[src/rtl/mdio_fe_pkg.sv]
package mdio_fe_pkg;
   localparam int FRAME_W = 32;
   localparam int OP_HI   = 29;
   localparam int OP_LO   = 28;
   localparam int DATA_W  = 16;
   // bits sent before MDIO is released on a read: start, op, phy, reg
   localparam int HDR_BITS = 14;

   typedef enum logic [1:0] {
      MOP_WRITE = 2'b01,
      MOP_READ  = 2'b10
   } mdio_op_e;

   function automatic logic frame_is_read(input logic [FRAME_W-1:0] f);
      return f[OP_HI:OP_LO] == MOP_READ;
   endfunction
endpackage

[src/rtl/mdio_fe_clkgen.sv]
module mdio_fe_clkgen #(
   parameter int SPEED_W = 6
) (
   input  logic               clk,
   input  logic               rst_n,
   input  logic               en,
   input  logic [SPEED_W-1:0] speed,
   output logic               mdc,
   output logic               rise_tk,
   output logic               fall_tk
);
   if (SPEED_W < 1 || SPEED_W > 16) begin : g_bad_speed_w
      $error("mdio_fe_clkgen: SPEED_W out of range");
   end

   logic [SPEED_W-1:0] cnt;
   logic               run, toggle;

   assign run     = en && (speed != '0);
   assign toggle  = run && (cnt >= speed - SPEED_W'(1));
   assign rise_tk = toggle && !mdc;
   assign fall_tk = toggle && mdc;

   always_ff @(posedge clk or negedge rst_n) begin
      if (!rst_n) begin
         cnt <= '0;
         mdc <= 1'b0;
      end else if (!en) begin
         cnt <= '0;
         mdc <= 1'b0;
      end else if (!run) begin
         cnt <= '0;
      end else if (toggle) begin
         cnt <= '0;
         mdc <= ~mdc;
      end else begin
         cnt <= cnt + SPEED_W'(1);
      end
   end

   // MDC parks low once the engine is idle
   p_mdc_idle_low_r3: assert property (@(posedge clk) disable iff (!rst_n)
      !en |=> !mdc);

   // a zero speed freezes MDC
   p_speed0_hold_r4: assert property (@(posedge clk) disable iff (!rst_n)
      (en && speed == '0) |=> $stable(mdc));
endmodule

[src/rtl/mdio_fe_seq.sv]
module mdio_fe_seq
   import mdio_fe_pkg::*;
#(
   parameter int PREAMBLE_LEN = 32
) (
   input  logic               clk,
   input  logic               rst_n,
   input  logic               frame_we,
   input  logic [FRAME_W-1:0] frame_wdata,
   input  logic               rise_tk,
   input  logic               fall_tk,
   input  logic               mdio_in,
   output logic               busy,
   output logic [FRAME_W-1:0] frame_q,
   output logic               mdio_out,
   output logic               mdio_oe,
   output logic               finish
);
   localparam int TOTAL      = PREAMBLE_LEN + FRAME_W;
   localparam int IDX_W      = $clog2(TOTAL + 1);
   localparam int RELEASE_AT = PREAMBLE_LEN + HDR_BITS;
   localparam int DATA_AT    = PREAMBLE_LEN + FRAME_W - DATA_W;

   if (PREAMBLE_LEN < 0 || PREAMBLE_LEN > 64) begin : g_bad_pre
      $error("mdio_fe_seq: PREAMBLE_LEN out of range");
   end

   logic [IDX_W-1:0] idx;
   logic [IDX_W-1:0] fofs;
   logic [4:0]       fsel;
   logic             in_pre, is_rd, last_bit, frame_bit;

   if (PREAMBLE_LEN > 0) begin : g_pre
      assign in_pre = idx < IDX_W'(PREAMBLE_LEN);
   end else begin : g_nopre
      assign in_pre = 1'b0;
   end

   assign is_rd     = frame_is_read(frame_q);
   assign last_bit  = idx == IDX_W'(TOTAL - 1);
   assign finish    = busy && fall_tk && last_bit;
   assign fofs      = IDX_W'(PREAMBLE_LEN + FRAME_W - 1) - idx;
   assign fsel      = fofs[4:0];
   assign frame_bit = frame_q[fsel];

   always_comb begin
      mdio_oe = busy && (!is_rd || idx < IDX_W'(RELEASE_AT));
      if (!mdio_oe || in_pre) mdio_out = 1'b1;
      else                    mdio_out = frame_bit;
   end

   always_ff @(posedge clk or negedge rst_n) begin
      if (!rst_n) begin
         busy    <= 1'b0;
         idx     <= '0;
         frame_q <= '0;
      end else if (!busy) begin
         if (frame_we) begin
            busy    <= 1'b1;
            idx     <= '0;
            frame_q <= frame_wdata;
         end
      end else begin
         if (rise_tk && is_rd && idx >= IDX_W'(DATA_AT))
            frame_q[DATA_W-1:0] <= {frame_q[DATA_W-2:0], mdio_in};
         if (fall_tk) begin
            if (last_bit) busy <= 1'b0;
            else          idx  <= idx + IDX_W'(1);
         end
      end
   end

   // the header half never moves while a transfer runs
   p_upper_hold_r10: assert property (@(posedge clk) disable iff (!rst_n)
      busy |=> $stable(frame_q[FRAME_W-1:DATA_W]));

   // the MDIO bit presented is stable across each MDC rise
   p_mdio_setup_r2: assert property (@(posedge clk) disable iff (!rst_n)
      (busy && rise_tk) |=> ($stable(mdio_out) && $stable(mdio_oe)));

   // a write frame is driven for its whole length
   p_write_drives_r5: assert property (@(posedge clk) disable iff (!rst_n)
      (busy && frame_q[OP_HI:OP_LO] != MOP_READ) |-> mdio_oe);

   // a write frame leaves the data half untouched
   p_write_data_hold_r7: assert property (@(posedge clk) disable iff (!rst_n)
      (busy && !is_rd) |=> $stable(frame_q[DATA_W-1:0]));
endmodule

[src/rtl/mdio_frame_engine.sv]
module mdio_frame_engine
   import mdio_fe_pkg::*;
#(
   parameter int SPEED_W      = 6,
   parameter int SPEED_RST    = 19,
   parameter int PREAMBLE_LEN = 32
) (
   input  logic               clk,
   input  logic               rst_n,
   input  logic               frame_we,
   input  logic [31:0]        frame_wdata,
   input  logic               speed_we,
   input  logic [SPEED_W-1:0] speed_wdata,
   input  logic               done_clr,
   input  logic               mdio_in,
   output logic [31:0]        frame_q,
   output logic [SPEED_W-1:0] speed_q,
   output logic               busy,
   output logic               done,
   output logic               mdc,
   output logic               mdio_out,
   output logic               mdio_oe
);
   if (SPEED_RST < 0 || SPEED_RST >= (1 << SPEED_W)) begin : g_bad_rst
      $error("mdio_frame_engine: SPEED_RST does not fit SPEED_W");
   end

   logic rise_tk, fall_tk, finish;

   always_ff @(posedge clk or negedge rst_n) begin
      if (!rst_n)        speed_q <= SPEED_W'(SPEED_RST);
      else if (speed_we) speed_q <= speed_wdata;
   end

   always_ff @(posedge clk or negedge rst_n) begin
      if (!rst_n)        done <= 1'b0;
      else if (finish)   done <= 1'b1;
      else if (done_clr) done <= 1'b0;
   end

   mdio_fe_clkgen #(.SPEED_W(SPEED_W)) u_clkgen (
      .clk     (clk),
      .rst_n   (rst_n),
      .en      (busy),
      .speed   (speed_q),
      .mdc     (mdc),
      .rise_tk (rise_tk),
      .fall_tk (fall_tk)
   );

   mdio_fe_seq #(.PREAMBLE_LEN(PREAMBLE_LEN)) u_seq (
      .clk         (clk),
      .rst_n       (rst_n),
      .frame_we    (frame_we),
      .frame_wdata (frame_wdata),
      .rise_tk     (rise_tk),
      .fall_tk     (fall_tk),
      .mdio_in     (mdio_in),
      .busy        (busy),
      .frame_q     (frame_q),
      .mdio_out    (mdio_out),
      .mdio_oe     (mdio_oe),
      .finish      (finish)
   );

   // completion flag follows the end of a transfer
   p_done_on_end_r8: assert property (@(posedge clk) disable iff (!rst_n)
      $fell(busy) |-> done);

   // a clear pulse without a coincident completion empties the flag
   p_done_w1c_r9: assert property (@(posedge clk) disable iff (!rst_n)
      (done && done_clr && !finish) |=> !done);

   // the flag is sticky without a clear
   p_done_sticky_r9: assert property (@(posedge clk) disable iff (!rst_n)
      (done && !done_clr) |=> done);
endmodule

[config.mk]
export PLATFORM = sky130hd
export DESIGN_NAME = mdio_frame_engine
export DESIGN_NICKNAME = d
export VERILOG_FILES = /design/src/rtl/mdio_fe_pkg.sv /design/src/rtl/mdio_fe_clkgen.sv /design/src/rtl/mdio_fe_seq.sv /design/src/rtl/mdio_frame_engine.sv
export SDC_FILE = /design/constraint.sdc
export NUM_CORES = 1
export LEC_CHECK = 0
export BUFFER_PORTS_ARGS = -buffer_cell sky130_fd_sc_hd__buf_4
export CORE_UTILIZATION = 35
export CTS_CLUSTER_SIZE = 40
export DETAILED_ROUTE_END_ITERATION = 10
export PLACE_DENSITY = 0.66
export SLEW_MARGIN = 30
export SYNTH_ARGS = -nofsm -noshare
export SYNTH_HDL_FRONTEND = slang
export SYNTH_SLANG_ARGS = --single-unit
[constraint.sdc]
create_clock -name clk -period 4.9 [get_ports clk]
set_clock_uncertainty 0.2 [all_clocks]
set_input_delay 0.49 -clock clk [delete_from_list [all_inputs] [get_ports clk]]
set_output_delay 0.49 -clock clk [all_outputs]
set_load 0.03 [all_outputs]
; ---- After elaboration in Yosys (flattened, before gate mapping)
; Index checks and enable logic that the tools add are counted.
[word_totals]
register_bits = 54
input_bits = 44
output_inout_bits = 43
wordCells = 69
[op_classes]
addsub = 4
magnitude_cmp = 5
n_eq_ne = 7
muxes = 22
bitwise = 2
reduce_logical = 21
[op_table]
columns = cell, n
row1 = 2-to-1 mux 16 bit, 3
row2 = 2-to-1 mux 7 bit, 4
row3 = 2-to-1 mux 6 bit, 3
row4 = "< comparator 7 x 6 -> 1 bit, second input constant", 2
row5 = 2-to-1 mux 1 bit, 11
row6 = logical AND 1 bit, 9
row7 = "!= test 2 bit, second input constant", 4
row8 = "adder 7 x 1 -> 7 bit, second input constant", 1
row9 = "== test 7 x 6 -> 1 bit, second input constant", 1
row10 = ">= comparator 7 x 6 -> 1 bit, second input constant", 1
row11 = "adder 6 x 1 -> 6 bit, second input constant", 1
row12 = >= comparator 6 bit, 1
row13 = "< comparator 5 x 6 -> 1 bit, second input constant", 1
row14 = AND reduction 2 bit, 3
row15 = nonzero test 6 bit, 1
row16 = "subtractor 6 x 1 -> 6 bit, second input constant", 1
row17 = binary-select mux 1 bit (select 5 bit), 1
row18 = "subtractor 5 bit, first input constant", 1
row19 = nonzero test 2 bit, 2
row20 = logical NOT 1 bit, 3
row21 = AND reduction 3 bit, 1
row22 = "== test 2 bit, second input constant", 1
row23 = logical OR 1 bit, 2
row24 = "!= test 2 x 1 -> 1 bit, second input constant", 1
row25 = inverter 1 bit, 2

; ---- Logic depth before layout (Yosys ltp)
; Gate-level depths: netlist of the first run.
[logic_depth]
ltp_word = 8
depth_mapped = 11
mapped_depth_nobuf = 9

; ---- By module
; Synthesis of the first run repeated with hierarchy kept, for this count alone.
[unflattened]
cells_unflattened = 282
hier_area_um2 = 3060.4
[modules_own_cells]
columns = module, instances, cells_each, area_each_um2, seq_area_each_um2
row1 = mdio_fe_seq, 1, 196, 2124.5, 1001.0
row2 = mdio_fe_clkgen, 1, 70, 644.4, 175.2
row3 = mdio_frame_engine, 1, 16, 291.5, 178.9

; ---- Worst setup path after synthesis of the first run
; OpenSTA, ideal clock, no wires.
[synth_path]
path_kind = reg2reg
startpoint = reg speed_q[0]
endpoint = reg u_seq.frame_q[10]
setup_time_ns = 0.125
t_arrival_ns = 2.611
required_time_ns = 4.575
path_slack_ns = 1.964
path_stages_with_launch = 12
path_buffers = 2
synth_period_minus_slack_ns = 2.936
path_cell_list = dfstp_2 -> inv_1 -> ha_1 -> nand2_1 -> xor2_1 -> ha_1 -> nand4_1 -> o221ai_2 -> a31o_1 -> buf_6 -> buf_6 -> mux2_4
[synth_via]
elab_chain_len = 8
word_cells_on_any_way = 10
cone_classes = add/sub (1) / order compare (1) / eq/ne (1) / reduce/logical (7)
[synth_lines]
columns = element, line
row1 = start: declaration, mdio_frame_engine.sv:17  ; output logic [SPEED_W-1:0] speed_q,
row2 = start signal: assignment, mdio_frame_engine.sv:31  ; if (!rst_n) speed_q <= SPEED_W'(SPEED_RST);
row3 = start signal: assignment, mdio_frame_engine.sv:32  ; else if (speed_we) speed_q <= speed_wdata;
row4 = subtractor 6 x 1 -> 6 bit / nonzero test 6 bit (equally long branches), "mdio_fe_clkgen.sv:20, mdio_fe_clkgen.sv:19"
row5 = >= comparator 6 bit / logical AND 1 bit (equally long branches), "mdio_fe_clkgen.sv:20, mdio_fe_clkgen.sv:19"
row6 = logical AND 1 bit *, mdio_fe_clkgen.sv:20  ; assign toggle = run && (cnt >= speed - SPEED_W'(1));
row7 = logical AND 1 bit *, mdio_fe_clkgen.sv:21  ; assign rise_tk = toggle && !mdc;
row8 = logical AND 1 bit * (2 in series), mdio_fe_seq.sv:64  ; if (rise_tk && is_rd && idx >= IDX_W'(DATA_AT))
row9 = != test 2 bit (no line) *, --
row10 = AND reduction 2 bit (no line) *, --
row11 = end signal: assignment, mdio_fe_seq.sv:61  ; frame_q <= frame_wdata;
row12 = end signal: indexed assignment, mdio_fe_seq.sv:65  ; frame_q[DATA_W-1:0] <= {frame_q[DATA_W-2:0], mdio_in};
row13 = end: declaration, mdio_fe_seq.sv:14  ; output logic [FRAME_W-1:0] frame_q,
; Mark *: on every way between the ends. The rest lies on a longest branch, timed or not.
; A chain may end at the register's enable or synchronous reset.

; ---- Final worst setup path of the first run
[layout_path]
startpoint = reg speed_q[2]
endpoint = reg u_seq.frame_q[2]
; The elaborated chain is that of the path after synthesis.

==> flow_summary.json, run 1 <==
{
  "cp-start-kind": "flip-flop",
  "synth_cell_types": 39,
  "cp_max_fo": 16,
  "hold_viol": 0,
  "hold_class": "in -> async",
  "design.die.area_um2": 8940,
  "r2r_slack_ns": 1.41,
  "via_per_inst": 4.96,
  "max-vdd-ir-drop_mv": 0.154,
  "finalInstanceArea_um2": 3790,
  "fin_setup_tns_ns": 0,
  "r2r-end": "u_seq.frame_q[2]$_DFFE_PN0P_",
  "cts_hold_buffers": 0,
  "crit_required_ns": 4.90,
  "drive_above_1_share": 0.396,
  "rows": 33,
  "num_vias": 2287,
  "p_leak_nw": 1.87,
  "rsz0062_at_grt": "false",
  "dp_hpwl_mm": 4.94,
  "grt_overflow_total": 0,
  "cp.arrival_ns": 3.49,
  "final_nets": 409,
  "reg2reg_from": "speed_q[2]$_DFFE_PN0P_",
  "clockRootBuffer": "clkbuf_8",
  "start_util": 0.363,
  "place.gp.congestion": 0.829,
  "cp-startpoint": "speed_q[2]$_DFFE_PN0P_",
  "num_antenna_cells": 0,
  "cts_buffers": 5,
  "setup_violations": 0,
  "reg2reg_depth": 8,
  "cts_resized": 0,
  "syn_area_um2": 3000,
  "final_antenna_net_count": 0,
  "grt_max_degree": 55,
  "drt_first_pass_iters": 4,
  "p_per_area_nw_per_um2": 402,
  "clock_sinks": 54,
  "drc_errors": 0,
  "clock_latency_ns": 0.31,
  "netlist_instances": 278,
  "finalCritPeriodShare": 0.712,
  "crit_family": "compound AO/OA/AOI/OAI gates",
  "core_um2": 8260,
  "synth_warnings": 0,
  "synth_fp_nets": 332,
  "fp.dieH_um": 94.6,
  "final.min_clock_period_ns": 3.49,
  "syn_area_per_cell_um2": 10.8,
  "tightest_slew_ns": 0.941,
  "cpMaxStageDelayCell": "a31o_1",
  "ys_seq_area_frac": 0.452,
  "relSlewSlack": 0.373,
  "io_pins": 87,
  "io_buffers": 86,
  "worst_setup_path_end_kind": "flip-flop",
  "ys_ff_latch": 54,
  "antenna_found_initial": 0,
  "status": "completed",
  "grt_use_total": 0.157,
  "fin_cells": 461,
  "cts_tree": "yes",
  "place_area_um2": 3700,
  "die_w_um": 94.6,
  "slew_viol_final": 0,
  "fmax_mhz": 286,
  "cpPeakStageDelay_ns": 0.85,
  "grt_pass1_wl_mm": 10.9,
  "wire_per_inst_um": 14.6,
  "postCtsSetupRepairBufs": 0,
  "area_growth_pct": 26.3,
  "path_cells": "nor3_1 > nand3_1 > xnor2_1 > ha_1 > nand4_1 > o221ai_2 > a31o_1 > mux2_1",
  "wl_mm": 6.71,
  "numPlacedInstances": 453,
  "clk_pin_slew_worst_paths_ns": 0.09,
  "drtIter0Drc": 100,
  "drv_cap": 0,
  "cp.buffers_inverters": 0,
  "grt_pass1_vias": 2239,
  "htree_levels": 2,
  "clockBufferDepth": 2,
  "worstSetupPathType": "reg -> reg"
}
## layout by cell type, fill, tap and decap left out, types with 2 or more instances in the layout
cell type,n
nand4_1,5
dfstp_2,3
mux2i_1,9
o21ai_0,3
ha_1,10
xor2_1,3
mux4_2,8
mux2_2,19
nor2_1,14
nand2_1,63
nand2b_1,3
xnor2_1,5
nor3_1,5
a31o_1,2
and3_1,3
a21oi_1,5
mux2_4,10
inv_1,10
mux2_1,6
nand3b_1,2
nor2b_1,2
a31o_2,3
buf_4,87
nand3_1,6
clkbuf_8,6
dfrtp_1,51
## where the power goes
part | total, W | internal [W] | switching [W]
clock network | 0.000253 | 0.000114 | 0.000139
registers | 0.000682 | 0.000532 | 0.000150
logic | 0.000586 | 0.000303 | 0.000282
total | 0.00152 | 0.000950 | 0.000572
## worst max path at each step
stage	to	slack, ns	depth (start not counted)
floorplan	u_seq.frame_q[10]$_DFFE_PN0P_	1.96	11
global placement	u_seq.frame_q[0]$_DFFE_PN0P_	1.54	8
detailed placement	u_seq.frame_q[1]$_DFFE_PN0P_	1.43	8
CTS	u_seq.frame_q[2]$_DFFE_PN0P_	1.38	8
global route	u_seq.frame_q[4]$_DFFE_PN0P_	1.14	8
finish	u_seq.frame_q[2]$_DFFE_PN0P_	1.41	8
## kinds of logic after synthesis
logic type / count (synthesis) / share of synthesized area
AND/OR/NAND/NOR: 105 / 0.151
flip-flops: 54 / 0.452
multiplexers: 52 / 0.234
buffers and inverters: 27 / 0.0417
AO/OA/AOI/OAI: 22 / 0.0563
adder cells (fa/ha/maj): 10 / 0.0417
XOR/XNOR: 8 / 0.0234
## synthesized netlist by cell type
library cell  instances  share of area
nor2b_1               2         0.0042
o22ai_1               1         0.0021
a2111oi_2             1         0.0050
nand2b_1              3         0.0063
buf_1                 1         0.0013
mux2_1                6          0.023
a21oi_1               5         0.0083
o221ai_2              1         0.0050
nand2_1              63          0.079
a21oi_2               1         0.0029
nor3_1                5         0.0083
mux2_2               19          0.071
and2_1                1         0.0021
mux2_4               10          0.050
dfrtp_1              51           0.43
a31o_1                2         0.0058
nand3b_1              2         0.0050
o41ai_1               1         0.0029
nand4_1               5          0.010
mux4_2                8          0.060
xnor2_1               5          0.015
nand3_1               6          0.010
ha_1                 10          0.042
a31o_2                3         0.0088
dfstp_2               3          0.026
buf_2                 1         0.0017
nor2_1               14          0.018
a21o_1                1         0.0025
and3_1                3         0.0063
o221ai_1              1         0.0029
o21ai_0               3         0.0050
o22a_1                1         0.0029
inv_1                10          0.013
xor2_1                3         0.0088
a31oi_1               1         0.0021
clkbuf_1             12          0.015
buf_6                 3          0.011
mux2i_1               9          0.030
or2_2                 1         0.0021
## per-layer routing
metal,vias to the layer above,GRT usage,share of wire
li1,1107,-,-
met1,1116,0.202,0.46
met2,60,0.269,0.49
met3,4,0.0314,0.047
met4,0,0.0417,0.0082
met5,-,0,0
## registers in the layout, indices dropped and copies added, names as in the netlist
signal	count
u_seq.busy	1
u_seq.idx	7
u_seq.frame_q	32
u_clkgen.cnt	6
done	1
speed_q	6
u_clkgen.mdc	1
## layout make-up
| cell class | instances | area (um^2) |
|---|---|---|
| multi-input cells | 197 | 1520 |
| well taps | 105 | 131 |
| fillers | 804 | 4470 |
| clock buffers | 7 | 86.3 |
| flip-flops and latches | 54 | 1360 |
| inverters | 10 | 37.5 |
| repair buffers | 87 | 653 |
| clock inverters | 1 | 5.00 |
## through the flow
stage / power, W / utilization / setup WS (ns) / hold WS [ns]
3_5_place_dp: 0.00129 / 0.448 / 1.43 / 0.294
2_1_floorplan: 0.00109 / - / 1.96 / -0.00559
4_1_cts: 0.00154 / 0.459 / 1.38 / 0.0537
5_1_grt: 0.00163 / 0.459 / 1.14 / 0.0522
3_3_place_gp: 0.00127 / 0.448 / 1.54 / 0.290
6_report: 0.00152 / 0.459 / 1.41 / 0.0244
No activity file was read; power rests on OpenSTA's default activity.
==> run 2: changes to the inputs <==
PLACE_DENSITY = 0.68   (was 0.66)
clock period = 2.99 ns   (was 4.9 ns; I/O delays follow)
==> flow_summary.json, run 2 (same netlist as run 1, synthesis figures left out) <==
{
  "wl_mm": 7.03,
  "drtIter0Drc": 78,
  "layout_setup_ws_ns": 0.208,
  "drc_errors": 0,
  "clock_sinks": 54,
  "io_buffers": 86,
  "final.min_clock_period_ns": 2.78,
  "num_antenna_cells": 0,
  "reg2reg_from": "speed_q[2]$_DFFE_PN0P_",
  "fin_setup_tns_ns": 0,
  "clock_latency_ns": 0.32,
  "crit_family": "simple AND/OR/NAND/NOR gates",
  "grt_pass1_vias": 2488,
  "cts_tree": "yes",
  "r2r_slack_ns": 0.21,
  "p_per_area_nw_per_um2": 655,
  "grt_use_total": 0.171,
  "top_register": "u_seq.frame_q",
  "drt_first_pass_iters": 4,
  "reg2reg_depth": 9,
  "final_antenna_net_count": 0,
  "setup_violations": 0,
  "design.die.area_um2": 8940,
  "p_leak_nw": 1.98,
  "worstHoldPathCells": 2,
  "wire_per_inst_um": 14.5,
  "place_ws_ns": 0.203,
  "seq_area_um2": 1360,
  "fmax_mhz": 359,
  "grt_overflow_total": 0,
  "pwr-share-comb": 0.403,
  "cp.arrival_ns": 2.79,
  "hold_viol": 0,
  "p_clk_frac": 0.194,
  "area_growth_pct": 34.8,
  "largest_reg_flops": 32,
  "clk_pin_slew_worst_paths_ns": 0.10,
  "final_nets": 432,
  "htree_levels": 2,
  "relSlewSlack": 0.468,
  "hold_start": "speed_we",
  "path_cells": "nor3_1 > nand3_1 > xnor2_1 > ha_1 > nand4_1 > o221ai_2 > a31o_1 > buf_12 > mux2_1",
  "cp.buffers_inverters": 1,
  "cp-start-kind": "flip-flop",
  "rows": 33,
  "antenna_found_initial": 0,
  "crit_required_ns": 3.00,
  "io_pins": 87,
  "die_w_um": 94.6,
  "slew_viol_final": 0,
  "max-vdd-ir-drop_mv": 0.333,
  "place.gp.congestion": 0.794,
  "drv_cap": 0,
  "status": "completed",
  "cts_buffers": 5,
  "hold_class": "in -> reg",
  "cts_resized": 0,
  "numPlacedInstances": 458,
  "tightest_slew_ns": 0.797,
  "p_int_w": 0.00167,
  "grt_max_degree": 55,
  "multi_input_area_um2": 1520,
  "core_um2": 8260,
  "grt_pass1_wl_mm": 11.8,
  "layout_commonest_cell": "buf_4",
  "fp.dieH_um": 94.6,
  "final_cell_mix": "buf_4 (91), nand2_1 (63), dfrtp_1 (51), mux2_2 (19), dlygate4sd3_1 (18)",
  "rsz0062_at_grt": "false",
  "drive_above_1_share": 0.388,
  "cpMaxStageDelayCell": "dfrtp_1",
  "fillers": 774,
  "seq_power_share": 0.403,
  "worstSetupPathType": "reg -> reg",
  "min_to": "speed_q[0]$_DFFE_PN1P_",
  "fin_cells": 484,
  "r2r-end": "u_seq.frame_q[4]$_DFFE_PN0P_",
  "via_per_inst": 4.86,
  "clockBufferDepth": 2,
  "swShare": 0.370,
  "cpPeakStageDelay_ns": 0.46,
  "dp_hpwl_mm": 4.92,
  "cp_max_fo": 16,
  "num_vias": 2351,
  "finalCritPeriodShare": 0.931,
  "power_switching_w": 0.000981,
  "start_util": 0.363,
  "reg_top3": "u_seq.frame_q (32), u_seq.idx (7)",
  "worst_setup_path_end_kind": "flip-flop",
  "clockRootBuffer": "clkbuf_8"
}
-- run 2: worst reg2reg max path, delay by kind of cell (launching register included) --
family | cells | cell delay, ns
AO/OA/AOI/OAI | 2 | 0.42
flip-flops | 1 | 0.46
XOR/XNOR | 1 | 0.16
adder cells (fa/ha/maj) | 1 | 0.31
AND/OR/NAND/NOR | 3 | 0.62
multiplexers | 1 | 0.35
buffers and inverters | 1 | 0.17
-- run 2: area by class of cell --
| class | instances | share of cell area |
|---|---|---|
| Multi-Input combinational cell | 197 | 0.376 |
| Sequential cell | 54 | 0.335 |
| Timing Repair Buffer | 110 | 0.219 |
| Tap cell | 105 | 0.0325 |
| Clock buffer | 5 | 0.0170 |
| Clock inverter | 3 | 0.0118 |
| Inverter | 10 | 0.00929 |
-- run 2: worst max path at each step --
stage	start	end	slack, ns	cells after the start
after global routing	speed_q[2]$_DFFE_PN0P_	u_seq.frame_q[2]$_DFFE_PN0P_	0.007	9
after floorplan	speed_q[0]$_DFFE_PN1P_	u_seq.frame_q[10]$_DFFE_PN0P_	0.05	11
after detailed placement	speed_q[2]$_DFFE_PN0P_	u_seq.frame_q[1]$_DFFE_PN0P_	0.20	9
final	speed_q[2]$_DFFE_PN0P_	u_seq.frame_q[4]$_DFFE_PN0P_	0.21	9
after CTS	speed_q[2]$_DFFE_PN0P_	u_seq.frame_q[1]$_DFFE_PN0P_	0.19	9
after global placement	speed_q[2]$_DFFE_PN0P_	u_seq.frame_q[0]$_DFFE_PN0P_	0.35	9
-- run 2: power by group through the flow --
stage | registers, W | logic [W] | clock network, W
after CTS | 0.00107 | 0.00108 | 0.000528
after detailed placement | 0.00108 | 0.00105 | 0
after floorplan | 0.00114 | 0.000651 | 0
final | 0.00107 | 0.00107 | 0.000514
after global placement | 0.00108 | 0.00103 | 0
after global routing | 0.00110 | 0.00117 | 0.000556
-- run 2: metal layers --
layer	vias up	GRT usage	wire length, um
met2	56	0.299	3550
met5	-	0	0
li1	1161	-	-
met1	1126	0.217	3140
met3	8	0.0290	261
met4	0	0.0467	74
-- run 2: metrics by stage --
stage	utilization	total power, W	hold slack, ns	instance area, um^2
3_5_place_dp	0.454	0.00214	0.196	3750
4_1_cts	0.490	0.00267	0.00208	4040
2_1_floorplan	-	0.00179	-0.197	3000
5_1_grt	0.490	0.00282	0.00503	4040
6_report	0.490	0.00265	0.00615	4040
3_3_place_gp	0.454	0.00211	0.188	3750
-- run 2: timing repair --
action	4_1_cts	5_1_grt
hold buffers	18	0
buffers inserted	0	0
hold endpoints to repair	68	0
==> run 3: changes to the inputs <==
CORE_ASPECT_RATIO = 1.75   (was not set)
SYNTH_HIERARCHICAL = 1   (was not set)
==> flow_summary.json, run 3 <==
{
  "reg_top3": "u_seq/frame_q (32), u_seq/idx (7)",
  "place_area_um2": 3840,
  "setup_violations": 0,
  "clk_pin_slew_worst_paths_ns": 0.07,
  "cts_tree": "yes",
  "synth_top_area_share": 0.417,
  "drt_first_pass_iters": 5,
  "io_buffers": 86,
  "clock_sinks": 54,
  "rsz0062_at_grt": "true",
  "top_register": "u_seq/frame_q",
  "grt_overflow_total": 0,
  "synth_fp_nets": 336,
  "worst_setup_path_end_kind": "flip-flop",
  "rows": 44,
  "fin_cells": 492,
  "crit_end": "u_seq/idx[3]$_DFFE_PN0P_",
  "finalCritPeriodShare": 0.994,
  "hold_class": "in -> reg",
  "num_vias": 2476,
  "critical_path_depth": 14,
  "grt_pass1_wl_mm": 11.8,
  "fmax_mhz": 336,
  "synth_common_cells": "dfrtp_1 (51), mux2i_1 (33), nor2_1 (33), a21oi_1 (23), mux2_2 (15)",
  "drc_errors": 0,
  "cp-start-kind": "flip-flop",
  "final_cell_mix": "buf_4 (98), dfrtp_1 (49), mux2i_1 (33), nor2_1 (32), a21oi_1 (23)",
  "die_w_um": 72.7,
  "ys_ff_latch": 54,
  "hold_viol": 0,
  "crit_family": "simple AND/OR/NAND/NOR gates",
  "io_pins": 87,
  "drv_cap": 0,
  "r2r-end": "u_seq/idx[3]$_DFFE_PN0P_",
  "synth_top_cell_by_area": "dfrtp_1",
  "syn_area_per_cell_um2": 10.9,
  "cpPeakStageDelay_ns": 0.43,
  "grt_use_total": 0.168,
  "reg2reg_from": "speed_q[2]$_DFFE_PN0P_",
  "slew_viol_final": 0,
  "tightest_slew_ns": 0.690,
  "layout_commonest_cell": "buf_4",
  "drtIter0Drc": 86,
  "synth_area_leaders": "dfrtp_1 (42%), mux2i_1 (11%), mux2_2 (5.5%), ha_1 (4.1%), nor2_1 (4.0%)",
  "ys_seq_area_frac": 0.443,
  "final_nets": 430,
  "synth_cell_types": 50,
  "reg2reg_depth": 14,
  "dp_hpwl_mm": 5.49,
  "final_antenna_net_count": 0,
  "cpMaxStageDelayCell": "dfrtp_2",
  "finalInstanceArea_um2": 4090,
  "ys.flop_type": "dfrtp_1",
  "status": "completed",
  "synth_enable_flop_cells": 0,
  "cp.arrival_ns": 2.95,
  "cp-startpoint": "speed_q[2]$_DFFE_PN0P_",
  "cp.buffers_inverters": 1,
  "clock_latency_ns": 0.30,
  "place.gp.congestion": 0.803,
  "grt_max_degree": 55,
  "cts_buffers": 5,
  "clockRootBuffer": "clkbuf_16",
  "synth_most_common_cell": "dfrtp_1",
  "p_per_area_nw_per_um2": 849,
  "cp_max_fo": 7,
  "grt_pass1_vias": 2484,
  "core_um2": 8370,
  "p_leak_nw": 2.01,
  "clockBufferDepth": 2,
  "antenna_found_initial": 0,
  "max-vdd-ir-drop_mv": 0.476,
  "largest_reg_flops": 32,
  "wl_mm": 7.40,
  "synth_warnings": 6,
  "r2r_slack_ns": 0.02,
  "hold-worst-slack_ns": 0.0172,
  "final.min_clock_period_ns": 2.97,
  "wire_per_inst_um": 15.0,
  "netlist_instances": 282,
  "path_cells": "nor3_4 > nand3_2 > xor2_1 > ha_1 > nand2_2 > o21a_2 > a21boi_4 > nor3b_2 > mux2i_1 > a31oi_2 > buf_6 > and3_4 > xnor2_2 > nor2_1",
  "start_util": 0.366,
  "num_antenna_cells": 0,
  "relSlewSlack": 0.540,
  "via_per_inst": 5.03,
  "syn_area_um2": 3060,
  "area_growth_pct": 33.8,
  "synthArstFlopShare": 1.00,
  "crit_required_ns": 2.97,
  "worstSetupPathType": "reg -> reg",
  "numPlacedInstances": 477,
  "design.die.area_um2": 9140,
  "htree_levels": 2,
  "drive_above_1_share": 0.411,
  "fp.dieH_um": 126
}
run 3: cells by family after synthesis:
kind of cell	share of synthesized area
AO/OA/AOI/OAI	0.123
XOR/XNOR	0.0372
adder cells (fa/ha/maj)	0.0409
buffers and inverters	0.0421
flip-flops	0.443
multiplexers	0.193
AND/OR/NAND/NOR	0.122
run 3: power breakdown:
group,switching [W],internal (W)
clock,0.000258,0.000396
sequential,0.000253,0.000944
combinational,0.000898,0.000729
run 3: layer usage:
metal	global-route usage	part of all wire
met3	0.0360	0.043
met2	0.314	0.57
met1	0.174	0.36
met4	0.0738	0.024
met5	0	0
run 3: stage by stage:
step / TNS, ns / util / total power (W) / setup WS [ns]
2_1_floorplan: -0.0334 / - / 0.00228 / -0.0334
3_3_place_gp: 0 / 0.459 / 0.00276 / 0.104
3_5_place_dp: 0 / 0.459 / 0.00279 / 0.00498
4_1_cts: 0 / 0.480 / 0.00346 / 0.00520
5_1_grt: -1.11 / 0.489 / 0.00372 / -0.152
6_report: 0 / 0.489 / 0.00348 / 0.0180
run 3: how the worst min path moves through the flow:
stage               startpoint                             to  slack (ns)  cells after the start
5_1_grt        frame_wdata[26]  u_seq/frame_q[26]$_DFFE_PN0P_        0.03                      2
2_1_floorplan            rst_n               done$_DFFE_PN0P_       -0.20                      0
3_3_place_gp             rst_n  u_seq/frame_q[22]$_DFFE_PN0P_        0.19                      1
4_1_cts        frame_wdata[29]  u_seq/frame_q[29]$_DFFE_PN0P_       0.008                      3
3_5_place_dp             rst_n         speed_q[5]$_DFFE_PN0P_        0.20                      1
6_report       frame_wdata[29]  u_seq/frame_q[29]$_DFFE_PN0P_        0.02                      3
run 3: timing repair:
action                     4_1_cts  5_1_grt
buffers inserted                 0        6
setup endpoints to repair        1       22
pin swaps                        0        6
gates cloned                     0        0
hold buffers                     1        0
resized for setup                1        7
hold endpoints to repair        51        0
run 3: area by class of cell:
type,instances,area [um^2]
clock inverter,1,30.0
timing repair buffer,101,777
clock buffer,7,133
multi-input combinational,205,1620
inverter,9,33.8
sequential,54,1360
fill,831,4270
tap,115,144
run 3: worst register-to-register path: stages (launching register included):
cell      delay [ns]
dfrtp_2         0.43
nor3_4          0.21
nand3_2         0.09
xor2_1          0.15
ha_1            0.35
nand2_2         0.10
o21a_2          0.24
a21boi_4        0.14
nor3b_2         0.19
mux2i_1         0.11
a31oi_2         0.17
buf_6           0.14
and3_4          0.18
xnor2_2         0.11
nor2_1          0.05
